===== config.mk =====
export PLATFORM = sky130hd
export DESIGN_NAME = cbr_refresh_ctrl
export DESIGN_NICKNAME = d
export VERILOG_FILES = /design/src/rtl/cbr_refresh_pkg.sv /design/src/rtl/cbr_prescaler.sv /design/src/rtl/cbr_req_queue.sv /design/src/rtl/cbr_strobe_seq.sv /design/src/rtl/cbr_refresh_ctrl.sv
export SDC_FILE = /design/constraint.sdc
export NUM_CORES = 1
export LEC_CHECK = 0
export BUFFER_PORTS_ARGS = -buffer_cell sky130_fd_sc_hd__buf_2
export CORE_AREA = 2 2 50 52
export DETAILED_ROUTE_END_ITERATION = 6
export DIE_AREA = 0 0 52 54
export GPL_ROUTABILITY_DRIVEN = 0
export MAX_ROUTING_LAYER = met4
export SYNTH_ARGS = -nofsm -noshare
export SYNTH_HDL_FRONTEND = slang
export SYNTH_SLANG_ARGS = --single-unit

===== constraint.sdc =====
create_clock -name clk -period 3.4 [get_ports clk]
set_input_delay 0.17 -clock clk [delete_from_list [all_inputs] [get_ports clk]]
set_output_delay 0.17 -clock clk [all_outputs]
set_load 0.005 [all_outputs]

===== src/rtl/cbr_refresh_pkg.sv =====
package cbr_refresh_pkg;
  localparam int NBANK = 2;
  localparam int NLANE = 2;

  typedef enum logic [2:0] {
    ST_IDLE,
    ST_CAS,
    ST_RAS,
    ST_REL,
    ST_PRE
  } seq_state_e;
endpackage


===== src/rtl/cbr_prescaler.sv =====
module cbr_prescaler #(
  parameter int DIV_LO = 8,
  parameter int DIV_HI = 16
) (
  input  logic       clk,
  input  logic       rst_n,
  input  logic       xtal,
  input  logic [1:0] speed,
  output logic       tick
);
  localparam int CW = $clog2(DIV_HI);

  logic          sync1, sync2, sync3;
  logic          xedge;
  logic [CW-1:0] cnt, limit;

  always_ff @(posedge clk or negedge rst_n) begin
    if (!rst_n) begin
      sync1 <= 1'b0;
      sync2 <= 1'b0;
      sync3 <= 1'b0;
    end else begin
      sync1 <= xtal;
      sync2 <= sync1;
      sync3 <= sync2;
    end
  end

  assign xedge = sync2 & ~sync3;

  always_comb begin
    unique case (speed)
      2'b10:   limit = CW'(DIV_LO - 1);
      2'b11:   limit = CW'(DIV_HI - 1);
      default: limit = '0;
    endcase
  end

  assign tick = xedge && (cnt >= limit);

  always_ff @(posedge clk or negedge rst_n) begin
    if (!rst_n)     cnt <= '0;
    else if (xedge) cnt <= (cnt >= limit) ? '0 : cnt + 1'b1;
  end
endmodule


===== src/rtl/cbr_req_queue.sv =====
module cbr_req_queue #(
  parameter int PEND_W = 4
) (
  input  logic clk,
  input  logic rst_n,
  input  logic push,
  input  logic pop,
  output logic pending
);
  localparam logic [PEND_W-1:0] CNT_MAX = '1;

  logic [PEND_W-1:0] cnt;

  always_ff @(posedge clk or negedge rst_n) begin
    if (!rst_n) cnt <= '0;
    else if (push && !pop) cnt <= (cnt == CNT_MAX) ? cnt : cnt + 1'b1;
    else if (!push && pop) cnt <= cnt - 1'b1;
  end

  assign pending = (cnt != '0);


  no_overflow_chk: assert property (@(posedge clk) disable iff (!rst_n)
    ($past(cnt) == CNT_MAX) |-> (cnt >= CNT_MAX - 1'b1));


  pop_valid_chk: assert property (@(posedge clk) disable iff (!rst_n)
    pop |-> (cnt != '0));
endmodule


===== src/rtl/cbr_strobe_seq.sv =====
module cbr_strobe_seq
  import cbr_refresh_pkg::*;
(
  input  logic clk,
  input  logic rst_n,
  input  logic pending,
  input  logic gnt,
  output logic pop,
  output logic req,
  output logic cas_on,
  output logic ras_on
);
  seq_state_e state, state_nx;

  assign pop = (state == ST_IDLE) && pending && gnt;

  always_comb begin
    unique case (state)
      ST_IDLE: state_nx = pop ? ST_CAS : ST_IDLE;
      ST_CAS:  state_nx = ST_RAS;
      ST_RAS:  state_nx = ST_REL;
      ST_REL:  state_nx = ST_PRE;
      default: state_nx = ST_IDLE;
    endcase
  end

  always_ff @(posedge clk or negedge rst_n) begin
    if (!rst_n) state <= ST_IDLE;
    else        state <= state_nx;
  end

  assign cas_on = (state == ST_CAS) || (state == ST_RAS);
  assign ras_on = (state == ST_RAS) || (state == ST_REL);
  assign req    = (state != ST_IDLE) || pending;


  cas_lead_chk: assert property (@(posedge clk) disable iff (!rst_n)
    $rose(ras_on) |-> $past(cas_on) && cas_on);


  cas_release_chk: assert property (@(posedge clk) disable iff (!rst_n)
    $fell(cas_on) |-> ras_on);


  precharge_chk: assert property (@(posedge clk) disable iff (!rst_n)
    $fell(ras_on) |=> !cas_on && !ras_on);


  grant_chk: assert property (@(posedge clk) disable iff (!rst_n)
    $rose(cas_on) |-> $past(gnt) && $past(req));
endmodule


===== src/rtl/cbr_refresh_ctrl.sv =====
module cbr_refresh_ctrl
  import cbr_refresh_pkg::*;
#(
  parameter int DIV_LO = 8,
  parameter int DIV_HI = 16,
  parameter int PEND_W = 4
) (
  input  logic             clk,
  input  logic             rst_n,
  input  logic             rtc_xtal,
  input  logic [5:0]       cfg_ctrl,
  input  logic [NBANK-1:0] bank_wide,
  input  logic             ref_gnt,
  output logic             ref_req,
  output logic [NBANK-1:0] ras_n,
  output logic [NBANK-1:0] ras_oe,
  output logic [NLANE-1:0] cas_odd_n,
  output logic [NLANE-1:0] cas_odd_oe,
  output logic [NLANE-1:0] cas_even_n,
  output logic [NLANE-1:0] cas_even_oe,
  output logic             dwr_n
);
  logic [1:0]       speed;
  logic [NBANK-1:0] bank_en, bank_ilv;
  logic             tick, push, pop, pending, cas_on, ras_on;
  logic [NLANE-1:0] odd_use, even_use;

  assign speed    = cfg_ctrl[5:4];
  assign bank_en  = cfg_ctrl[3:2];
  assign bank_ilv = cfg_ctrl[1:0];

  cbr_prescaler #(.DIV_LO(DIV_LO), .DIV_HI(DIV_HI)) u_presc (
    .clk(clk), .rst_n(rst_n), .xtal(rtc_xtal), .speed(speed), .tick(tick)
  );

  assign push = tick && (|bank_en);

  cbr_req_queue #(.PEND_W(PEND_W)) u_queue (
    .clk(clk), .rst_n(rst_n), .push(push), .pop(pop), .pending(pending)
  );

  cbr_strobe_seq u_seq (
    .clk(clk), .rst_n(rst_n), .pending(pending), .gnt(ref_gnt),
    .pop(pop), .req(ref_req), .cas_on(cas_on), .ras_on(ras_on)
  );

  always_comb begin
    odd_use  = '0;
    even_use = '0;
    for (int b = 0; b < NBANK; b++) begin
      if (bank_en[b]) begin
        odd_use[0] = 1'b1;
        if (bank_ilv[b] || bank_wide[b]) odd_use[1] = 1'b1;
        if (bank_ilv[b])                 even_use    = '1;
      end
    end
  end

  assign ras_oe      = bank_en;
  assign cas_odd_oe  = odd_use;
  assign cas_even_oe = even_use;
  assign ras_n       = ~(bank_en  & {NBANK{ras_on}});
  assign cas_odd_n   = ~(odd_use  & {NLANE{cas_on}});
  assign cas_even_n  = ~(even_use & {NLANE{cas_on}});
  assign dwr_n       = 1'b1;


  ras_bank0_gate_chk: assert property (@(posedge clk) disable iff (!rst_n)
    !ras_n[0] |-> cfg_ctrl[2]);


  ras_bank1_gate_chk: assert property (@(posedge clk) disable iff (!rst_n)
    !ras_n[1] |-> cfg_ctrl[3]);
endmodule


==> results.json <==
{
  "required_ns": 3.60,
  "p_comb_share_pct": 49.3,
  "place.port_buffers": 24,
  "grtUsageTotal_pct": 13.2,
  "static-leakage-power_nw": 0.480,
  "power_density_nw_per_um2": 763,
  "drcViolationCount": 0,
  "grt_overflow": 0,
  "worstSetupEndpoint": "u_queue.cnt[3]$_DFFE_PN0P_",
  "placed_area_um2": 966,
  "cts.clk_slew.worst_paths_ns": 0.08,
  "vias_per_cell": 4.79,
  "critPathLaunch": "u_presc.cnt[3]$_DFFE_PN0P_",
  "crit_path_max_fanout": 7,
  "start_util_pct": 36.8,
  "final-hold-violation-count": 0,
  "wl_per_cell_um": 11.1,
  "synth.cell_area_um2": 853,
  "worstReg2RegEnd": "u_queue.cnt[3]$_DFFE_PN0P_",
  "ys.flop_type": "sky130_fd_sc_hd__dfrtp_1",
  "fin_hold_ws_ns": 0.201,
  "layout.cells.most_common_list": "24 x sky130_fd_sc_hd__buf_2, 14 x sky130_fd_sc_hd__dfrtp_1, 9 x sky130_fd_sc_hd__nand2_1",
  "rrSetupSlack_ns": 0.77,
  "setup_viol": 0,
  "synth.distinct_cells": 34,
  "cts.sinks": 14,
  "layout.cells.most_common": "sky130_fd_sc_hd__buf_2",
  "outcome": "completed",
  "h_tree_lvl_count": 1,
  "timing_max_transition_violations_final": 0,
  "final_layout_size_suffix_gt1_share_pct": 33.0,
  "setup.worst_path.start_class": "register",
  "worst-slew-pin-transition_ns": 0.532,
  "worst_ir_drop_vdd_mv": 0.434,
  "cts_hold_buffers": 2,
  "detailedRoute.firstIterationViolations": 12,
  "clock_latency_at_the_later_pin_of_the_worst_skew_pair_ns": 0.27,
  "critPathCaptureType": "register",
  "final_cell_area_um2": 1010,
  "critPathKind": "register to register",
  "vias": 652,
  "relSlewSlack_pct": 64.3,
  "postRouteAntennaNets": 0,
  "internal-power_w": 0.000470,
  "crit-reg2reg-launch": "u_presc.cnt[3]$_DFFE_PN0P_",
  "synth_cells": 84,
  "worst_endpoint_data_arrival_time_ns": 2.83,
  "synth_seq_cells": 14,
  "core_area_um2": 2320,
  "finalNetCount": 128,
  "routed_wirelength_um": 1510,
  "grt_start_max_net_pins": 15,
  "synthArstFlopShare_pct": 100,
  "final_critical_path_share_of_the_clock_period_pct": 77.4,
  "max_clock_freq_ghz": 0.380,
  "worst-r2r-cell-count": 9,
  "synth_warnings": 0,
  "ys_seq_area_share_pct": 41.1,
  "floorplan.io_pins": 26,
  "finClkSkew_ns": 0.00335,
  "period_needed_ns": 2.63,
  "cts_buffer_depth": 2,
  "cts.root.buffer_cell": "sky130_fd_sc_hd__clkbuf_4",
  "number_of_enable_flip_flop_cells_after_synthesis": 0,
  "postLayoutSetupSlackWorst_ns": 0.768,
  "tritoncts": "done",
  "buffer_count_from_post_cts_setup_fixing": 0,
  "synth_fp_nets": 104,
  "insertedDiodeCount": 0,
  "setup_total_negative_slack_ns": 0,
  "cts_inserted_buffers": 3,
  "fp.dieArea_um2": 2810,
  "post_synth.cell_area_avg_um2": 10.2,
  "part_of_the_total_power_dissipated_in_sequential_elements_pct": 39.0,
  "max_cap_violations": 0,
  "p_sw_w": 0.000299,
  "grt_setup_unrepaired": "false",
  "hpwlAfterDp_um": 1200,
  "clock_network_power_share_pct": 11.7,
  "pre_cts_ws_ns": 0.774,
  "fp.dieW_um": 52,
  "hold_path.class": "input pin to register",
  "vias_in_the_first_global_route": 607,
  "die_h_um": 54,
  "grt_antenna_before_repair": 0,
  "std_cell_rows": 18,
  "utilization_pct": 43.5,
  "cts-resized-gates": 0,
  "grt_pass1_wl_um": 2640,
  "detailedRoute.firstPassIterationCount": 4,
  "syn_to_final_growth_pct": 18.2,
  "swShare_pct": 38.9,
  "whs_path_depth": 3
}
-- worst min-delay path by stage --
stage	from	endpoint	slack (ns)
after global routing	ref_gnt	u_seq.state[0]$_DFF_PN0_	0.21
final	ref_gnt	u_seq.state[0]$_DFF_PN0_	0.20
after CTS	ref_gnt	u_seq.state[0]$_DFF_PN0_	0.20
after floorplan	rst_n	u_presc.cnt[0]$_DFFE_PN0P_	-0.13
after global placement	rst_n	u_queue.cnt[1]$_DFFE_PN0P_	0.09
after detailed placement	rst_n	u_queue.cnt[2]$_DFFE_PN0P_	0.09
-- cell families (layout without fill, tap and decap cells) --
kind of cell	after synthesis	after routing	share of synthesized area [%]
XOR/XNOR	4	4	4.11
AO/OA/AOI/OAI	14	14	10.6
AND/OR/NAND/NOR	28	28	18.2
multiplexers	4	4	6.01
flip-flops	14	14	41.1
buffers and inverters	11	33	7.04
adder cells (fa/ha/maj)	8	8	12.6
other	1	1	0.439
-- worst max-delay path: stages, from the launching register on --
cell                       delay, ns
sky130_fd_sc_hd__dfrtp_1        0.42
sky130_fd_sc_hd__ha_1           0.31
sky130_fd_sc_hd__o211ai_1       0.08
sky130_fd_sc_hd__o21ai_1        0.44
sky130_fd_sc_hd__nand3_1        0.28
sky130_fd_sc_hd__ha_1           0.35
sky130_fd_sc_hd__a21o_1         0.17
sky130_fd_sc_hd__a21oi_1        0.16
sky130_fd_sc_hd__mux2i_1        0.23
sky130_fd_sc_hd__xnor2_1        0.13
-- cells in the mapped netlist (2+ instances only) --
cell	count	area share, %
sky130_fd_sc_hd__a21oi_1	3	1.8
sky130_fd_sc_hd__inv_1	4	1.8
sky130_fd_sc_hd__ha_1	7	10
sky130_fd_sc_hd__mux2_4	2	3.5
sky130_fd_sc_hd__nor2b_1	2	1.5
sky130_fd_sc_hd__o21ai_1	5	2.9
sky130_fd_sc_hd__nor3_1	2	1.2
sky130_fd_sc_hd__clkbuf_1	2	0.88
sky130_fd_sc_hd__nand3_1	2	1.2
sky130_fd_sc_hd__nor2_1	3	1.3
sky130_fd_sc_hd__buf_4	5	4.4
sky130_fd_sc_hd__xnor2_1	3	3.1
sky130_fd_sc_hd__nand2b_1	2	1.5
sky130_fd_sc_hd__nand2_1	9	4.0
sky130_fd_sc_hd__dfrtp_1	14	41
-- metal layers --
metal	vias to the layer above	track usage [%]	wire length, µm
met5	-	-	0
met4	0	6.58	25
met3	4	2.50	99
met2	26	20.3	632
met1	292	16.6	752
li1	330	-	-
-- sequential cells by signal, summed over array words and instances, names as in the netlist --
name and cells:
u_presc.sync1 1, u_presc.sync2 1, u_presc.sync3 1, u_queue.cnt 4, u_seq.state 3, u_presc.cnt 4
-- power by group through the flow --
stage | sequential (W) | combinational (W) | clock [W]
global placement | 0.000302 | 0.000372 | 0
CTS | 0.000300 | 0.000384 | 0.0000974
floorplan | 0.000287 | 0.000297 | 0
finish | 0.000300 | 0.000380 | 0.0000898
detailed placement | 0.000302 | 0.000380 | 0
global route | 0.000311 | 0.000439 | 0.000103
-- cell type report --
class	count	area, µm²
sequential	14	350
tap	30	37.5
fill	229	1310
multi-input combinational	59	443
inverter	4	15.0
clock buffer	3	22.5
timing repair buffer	26	140
-- metrics by stage --
stage | std cells | total power (W)
2_1_floorplan | 84 | 0.000584
3_5_place_dp | 131 | 0.000682
3_3_place_gp | 131 | 0.000673
6_report | 136 | 0.000769
4_1_cts | 136 | 0.000781
5_1_grt | 136 | 0.000853
No activity file was read; power rests on OpenSTA's default activity.
